`src/rtl/tps_pkg.sv`:
```
package tps_pkg;

    localparam int unsigned BURST_SLOTS = 14;

    typedef struct packed {
        logic pos;
        logic neg;
    } rail_pair_t;

    // Pulses alternate sign starting negative; the ends are one slot and the
    // inner pulses two slots, so pulse index = (slot + 1) / 2.
    function automatic rail_pair_t slot_rails(input int unsigned slot);
        int unsigned pulse_idx;
        rail_pair_t  r;
        pulse_idx = (slot + 1) / 2;
        r.pos     = pulse_idx[0];
        r.neg     = ~pulse_idx[0];
        return r;
    endfunction

    function automatic rail_pair_t swap_rails(input rail_pair_t r, input logic inv);
        rail_pair_t o;
        o.pos = inv ? r.neg : r.pos;
        o.neg = inv ? r.pos : r.neg;
        return o;
    endfunction

endpackage

```
`src/rtl/tps_slot_counter.sv`:
```
module tps_slot_counter #(
    parameter int unsigned SLOTS = tps_pkg::BURST_SLOTS,
    localparam int unsigned CW   = (SLOTS > 1) ? $clog2(SLOTS) : 1
) (
    input  logic          clk,
    input  logic          rst,
    input  logic          en,
    input  logic          trig,
    input  logic          pol,
    output logic          active,
    output logic          pol_q,
    output logic [CW-1:0] slot
);
    localparam logic [CW-1:0] LAST = CW'(SLOTS - 1);

    always_ff @(posedge clk) begin
        if (rst || !en) begin
            active <= 1'b0;
            pol_q  <= 1'b0;
            slot   <= '0;
        end else if (!active) begin
            if (trig) begin
                active <= 1'b1;
                pol_q  <= pol;
                slot   <= '0;
            end
        end else if (slot == LAST) begin
            active <= 1'b0;
            slot   <= '0;
        end else begin
            slot <= slot + 1'b1;
        end
    end
endmodule

```
`src/rtl/tps_rail_map.sv`:
```
module tps_rail_map #(
    parameter int unsigned CW = 4
) (
    input  logic          en,
    input  logic          active,
    input  logic          pol_q,
    input  logic [CW-1:0] slot,
    output tps_pkg::rail_pair_t rails
);
    import tps_pkg::*;

    rail_pair_t base;
    rail_pair_t oriented;

    always_comb begin
        base     = slot_rails(32'(slot));
        oriented = swap_rails(base, pol_q);
        rails    = (en && active) ? oriented : '0;
    end
endmodule

```
`src/rtl/ternary_pulse_seq.sv`:
```
module ternary_pulse_seq #(
    parameter int unsigned SLOTS = tps_pkg::BURST_SLOTS
) (
    input  logic clk,
    input  logic rst,
    input  logic en,
    input  logic trig,
    input  logic pol,
    output logic rail_p,
    output logic rail_n,
    output logic busy
);
    import tps_pkg::*;

    localparam int unsigned CW = (SLOTS > 1) ? $clog2(SLOTS) : 1;

    logic          active;
    logic          pol_q;
    logic [CW-1:0] slot;
    rail_pair_t    rails;

    tps_slot_counter #(.SLOTS(SLOTS)) u_cnt (
        .clk    (clk),
        .rst    (rst),
        .en     (en),
        .trig   (trig),
        .pol    (pol),
        .active (active),
        .pol_q  (pol_q),
        .slot   (slot)
    );

    tps_rail_map #(.CW(CW)) u_map (
        .en     (en),
        .active (active),
        .pol_q  (pol_q),
        .slot   (slot),
        .rails  (rails)
    );

    assign rail_p = rails.pos;
    assign rail_n = rails.neg;
    assign busy   = active;
endmodule

```
`config.mk`:
```
export PLATFORM = sky130hd
export DESIGN_NAME = ternary_pulse_seq
export DESIGN_NICKNAME = d
export VERILOG_FILES = /design/src/rtl/tps_pkg.sv /design/src/rtl/tps_slot_counter.sv /design/src/rtl/tps_rail_map.sv /design/src/rtl/ternary_pulse_seq.sv
export SDC_FILE = /design/constraint.sdc
export NUM_CORES = 1
export LEC_CHECK = 0
export CORE_AREA = 5 5 42 44
export CTS_CLUSTER_DIAMETER = 120
export DETAILED_ROUTE_END_ITERATION = 16
export DIE_AREA = 0 0 47 49
export DONT_BUFFER_PORTS = 1
export PLACE_DENSITY_LB_ADDON = 0.15
export REMOVE_ABC_BUFFERS = 1
export SETUP_SLACK_MARGIN = 0.1
export SLEW_MARGIN = 15
export SYNTH_ARGS = -nofsm -noshare
export SYNTH_HDL_FRONTEND = slang
export SYNTH_SLANG_ARGS = --single-unit
```
`constraint.sdc`:
```
create_clock -name clk -period 1.7 [get_ports clk]
set_input_delay 0.255 -clock clk [delete_from_list [all_inputs] [get_ports clk]]
set_output_delay 0.255 -clock clk [all_outputs]
set_load 0.01 [all_outputs]
```
# Word-level counts from Yosys, hierarchy flattened
# Cells that the tools add are included.
classes:
  add_sub_neg: 2
  mul: 0
  div_mod_pow: 0
  magnitude_cmp: 0
  eq_ne: 1
  shift: 0
  mux: 9
  bitwise_logic: 2
  n_reduce_logical: 5
ops:
  columns: ["cell", "n"]
  rows:
  - ["$mux W4", 3]
  - ["$mux W1", 5]
  - ["$add A4 B1 Y4 const B", 1]
  - ["$eq A4 B4 Y1 const B", 1]
  - ["$add A2 B1 Y2 const B", 1]
  - ["$mux W2", 1]
  - ["$not A1 Y1", 2]
  - ["$reduce_and A2 Y1", 1]
  - ["$reduce_bool A2 Y1", 1]
  - ["$logic_and A1 B1 Y1", 1]
  - ["$logic_not A1 Y1", 1]
  - ["$logic_or A1 B1 Y1", 1]
word_totals:
  regBits: 6
  latchBits: 0
  ramBits: 0
  mem_bits_ro: 0
  input_bits: 5
  output_inout_bits: 3
  wordCells: 22
  memories: 0

# Depth between registers and ports, before layout
depth:
  word_depth: 4
  mapped_depth: 5
  depth_no_buf: 5

# By module
# A second synthesis with hierarchy kept.
hier_totals:
  cells_unflattened: 42
  area_unflattened_um2: 356.6
modules_own_cells:
  columns: ["module", "n_inst", "cells_each", "area_each_um2", "seq_area_each_um2"]
  rows:
  - ["tps_slot_counter", 1, 38, 312.8, 120.1]
  - ["tps_rail_map", 1, 4, 43.8, 0.0]

# Worst setup path before layout
# Ideal clock, no wire load.
synth_path:
  path_type: "flip-flop to flip-flop"
  startpoint: "register u_cnt.slot[1]"
  endpoint: "register u_cnt.slot[3]"
  setup_ps: 84
  arrival_ps: 1256
  t_required_ps: 1616
  setup_slack_ps: 360
  stages_incl_launch_ff: 6
  n_path_buf: 0
  period_less_slack_ps: 1340
  cell_sequence: "dfxtp_1 > inv_1 > ha_1 > and3_1 > or3_4 > o31ai_2"
synth_via:
  elab_chain_cells: 3
  word_cells_on_any_way: 4
  classes_between: "add/sub (1); eq/ne (1); mux (2)"
synth_rtl:
  columns: ["element", "line", "text"]
  rows:
  - ["start, declared", "tps_slot_counter.sv:12", "output logic [CW-1:0] slot"]
  - ["start signal, assigned", "tps_slot_counter.sv:31", "slot <= slot + 1'b1;"]
  - ["$add A4 B1 Y4 or $eq A4 B4 Y1 (tied branches)", "tps_slot_counter.sv:31, tps_slot_counter.sv:27", null]
  - ["$mux W4 (*)", "tps_slot_counter.sv:27", "end else if (slot == LAST) begin"]
  - ["$mux W4 (*)", "tps_slot_counter.sv:21", "end else if (!active) begin"]
# Every way passes the cells marked *; elsewhere a longest branch is shown, timed or not.
# A chain may end at the register's enable or synchronous reset.

# Worst setup path after layout
layout_path:
  startpoint: "register u_cnt.slot[1]"
  endpoint: "output rail_p"
layout_via:
  elab_chain_cells: 4
layout_rtl:
  columns: ["element", "line", "text"]
  rows:
  - ["$add A2 B1 Y2 (*)", "tps_pkg.sv:15", "pulse_idx = (slot + 1) / 2;"]
  - ["$not A1 Y1", "tps_pkg.sv:17", "r.neg = ~pulse_idx[0];"]
  - ["$mux W1 (*)", "tps_pkg.sv:23", "o.pos = inv ? r.neg : r.pos;"]
  - ["$mux W2 (*)", "tps_rail_map.sv:18", "rails = (en && active) ? oriented : '0;"]
  - ["end, declared", "ternary_pulse_seq.sv:9", "output logic rail_p,"]
# Marked as above.

==> results.md <==
- Clock Sinks: 6
- Routed Antenna Nets: 0
- Initial Util: 24.91%
- Reg-to-Reg End: u_cnt.slot[3]
- Layout cells sized above 1: 30.00%
- CP Capture Type: primary output
- # setup viols final: 0
- CP Max Fanout: 4
- GPL Wtd Cong: 0.6729
- Unrepaired setup endpoints after global routing: no
- H-tree lvl count: 1
- Tot Pwr: 305.9 uW
- Top cell type's share of synthesized area: 34.41%
- Initial antenna violation count: 0
- Max cap viols: 0
- Vias per cell: 4.982
- Final setup TNS: 0 ns
- Register area share after synthesis: 34.41%
- Die width: 47 um
- Congestion Overflow GR: 0
- # hold bufs at CTS: 0
- Metal2 WL: 262 um
- CTS tree: built
- Worst hold path type: input pin to flop
- Chip Height: 49 um
- DR top layer: met4
- R2R Setup Slk: 0.32 ns
- Worst Path Required: 1.44 ns
- Synth area leader: dfxtp_1
- Ranking of synthesized cells by area: dfxtp_1 34%, ha_1 7.2%, o21ai_0 4.3%, nor4b_2 4.3%, and3_1 3.6%
- Hold Startpoint: pol
- Measured slew at the worst slew-check pin: 0.4530 ns
- Die area: 0.002303 mm^2
- Drt wl/cell: 11.88 um
- Pre-CTS setup slack: 0.2808 ns
- Router iterations before antenna repair: 4
- Core ar.: 0.001401 mm^2
- Cells after synthesis: 38
- CP startpoint kind: flop
- R2R Path Start: u_cnt.slot[1]
- Global-route wire length before repair: 1152 um
- Clk slew on worst S/H paths: 0.05 ns
- CP max stage cell: dfxtp_2
- Input/output buffers: 0
- Worst rel slew slack: 69.76%
- Fmax: 651.0 MHz
- Crit path from: u_cnt.slot[1]
- Number of global-route vias before repair: 260
- Largest net degree at the start of global routing: 12
- Status: complete, no violations
- Final HPWL DP: 495 um
- Final hold violations: 0
- Clock latency on the worst-skew pair: 0.25 ns
- Yosys warns: 0
- Setup crit end: rail_p
- Clock buffer depth: 2
- Final min period: 1.536 ns
- Met3 Routed Length: 65 um
- Diodes inserted: 0
- Setup repair bufs after CTS: 0
- Number of core rows: 14
- DRT iter0 DRCs: 7
- Layout Cells excl Fill: 56
- Root buffer cell: clkbuf_4
- Multi-input gate area: 241.5 um^2
- Num CTS Buffers: 3
- Post-synthesis average cell area: 9.186 um^2
- Static leakage: 0.0001574 uW
- GRT Resource Usage Total: 6.987%
- Crit path largest cell delay: 0.34 ns
- Placed Cells: 53
- Post-synthesis register bit count: 6
- Clock skew: 0.004074 ns
- Drt total wl: 665 um
- Max VDD drop: 0.2735 mV
- Layout fillers: 156
- Reg area: 122.6 um^2
- Slew Limit Fails: 0
- Via Count: 279
- Yosys cell types: 23
- Met1 WL: 316 um
- I/O Pins: 8
- R2R depth: 5
- Mapped Area: 349.1 um^2
- Final worst slack: 0.1638 ns
- Drc violations: 0
- Crit-path cells: inv_1 > ha_4 > xnor2_4 > and3_4
- Crit path arrival time: 1.28 ns
- Power per cell area: 732.1 mW/mm^2
- Final Cycle Share: 90.37%
- Nets@finish: 49
- Critical path type: flop to primary output
- Area Overhead vs Synth: 19.71%
## flip-flops by register name, indices dropped and copies added, names as in the netlist
register      cells
u_cnt.active      1
u_cnt.pol_q       1
u_cnt.slot        4
## metrics by stage
stage / hold slack (ns) / util [%] / cell area (um^2)
after floorplan: 0.4022 / - / 337.8
after global placement: 0.4168 / 25.54 / 357.8
after detailed placement: 0.4229 / 25.54 / 357.8
after CTS: 0.1631 / 28.93 / 405.4
after global routing: 0.1822 / 29.82 / 417.9
final: 0.1642 / 29.82 / 417.9
## logic make-up (layout without fill, tap and decap cells)
group	count (synthesis)	in the layout	share of synthesized area (%)
xor+xnor	1	1	2.509
flops	6	6	34.41
mux	1	1	2.867
fa+ha+maj	2	2	7.167
buf+inv	4	6	6.451
simple gates	16	16	31.18
compound gates	8	8	15.41
## cell usage after synthesis (all sizes together)
library cell	n
dfxtp	6
and2b	1
nor4bb	1
mux2i	1
ha	2
a22oi	1
a211oi	1
nor2	3
nor4b	1
a21oi	1
a31oi	1
nor3	1
o31ai	1
inv	3
o21ai	3
or3	1
nand2	4
xnor2	1
nand2b	1
and3	3
buf	1
## cell type report
cell class,count,area share (%)
Clock buffer,3,5.389
Sequential cell,6,29.34
Multi-Input combinational cell,28,57.78
Inverter,3,2.695
Tap cell,16,4.790
## layout by cell type, fill, tap and decap left out, types with 2 or more instances in the layout
| master | netlist | final |
|---|---|---|
| nor2_1 | 3 | 3 |
| nand2_1 | 3 | 3 |
| dfxtp_1 | 6 | 4 |
| inv_1 | 3 | 3 |
| and3_1 | 2 | 2 |
| dfxtp_2 | 0 | 2 |
| clkbuf_4 | 0 | 3 |
| o21ai_0 | 3 | 3 |
## power by group
group          switching [uW]  internal (uW)  leakage (uW)
combinational            7.85           12.0     0.0000940
sequential               6.31            144     0.0000496
clock                    55.9           80.2     0.0000138
## critical path, delay by kind of cell, from the launching register on
kind | cells | cell delay (ns)
flip-flops | 1 | 0.34
adder cells (fa/ha/maj) | 1 | 0.30
AND/OR/NAND/NOR | 1 | 0.21
XOR/XNOR | 1 | 0.12
buffers and inverters | 1 | 0.07
## timing repair
action	in CTS	in global routing
setup endpoints to repair	1	2
gates resized for setup	4	2
endpoints found under the hold margin	0	0
cloned	0	0
pin swaps	1	0
## how the worst min path moves through the flow
stage | cells past startpoint | end | slack [ns]
3_3_place_gp | 2 | u_cnt.pol_q | 0.42
3_5_place_dp | 2 | u_cnt.pol_q | 0.42
2_1_floorplan | 2 | u_cnt.pol_q | 0.40
6_report | 2 | u_cnt.pol_q | 0.16
4_1_cts | 2 | u_cnt.pol_q | 0.16
5_1_grt | 2 | u_cnt.active | 0.18
## per-layer routing
| layer | global-route usage [%] | up-vias |
|---|---|---|
| met5 | 0 | - |
| met4 | 5.530 | 0 |
| met3 | 2.952 | 2 |
| met2 | 7.692 | 9 |
| met1 | 9.956 | 126 |
| li1 | - | 142 |
No activity file was read; power rests on OpenSTA's default activity.
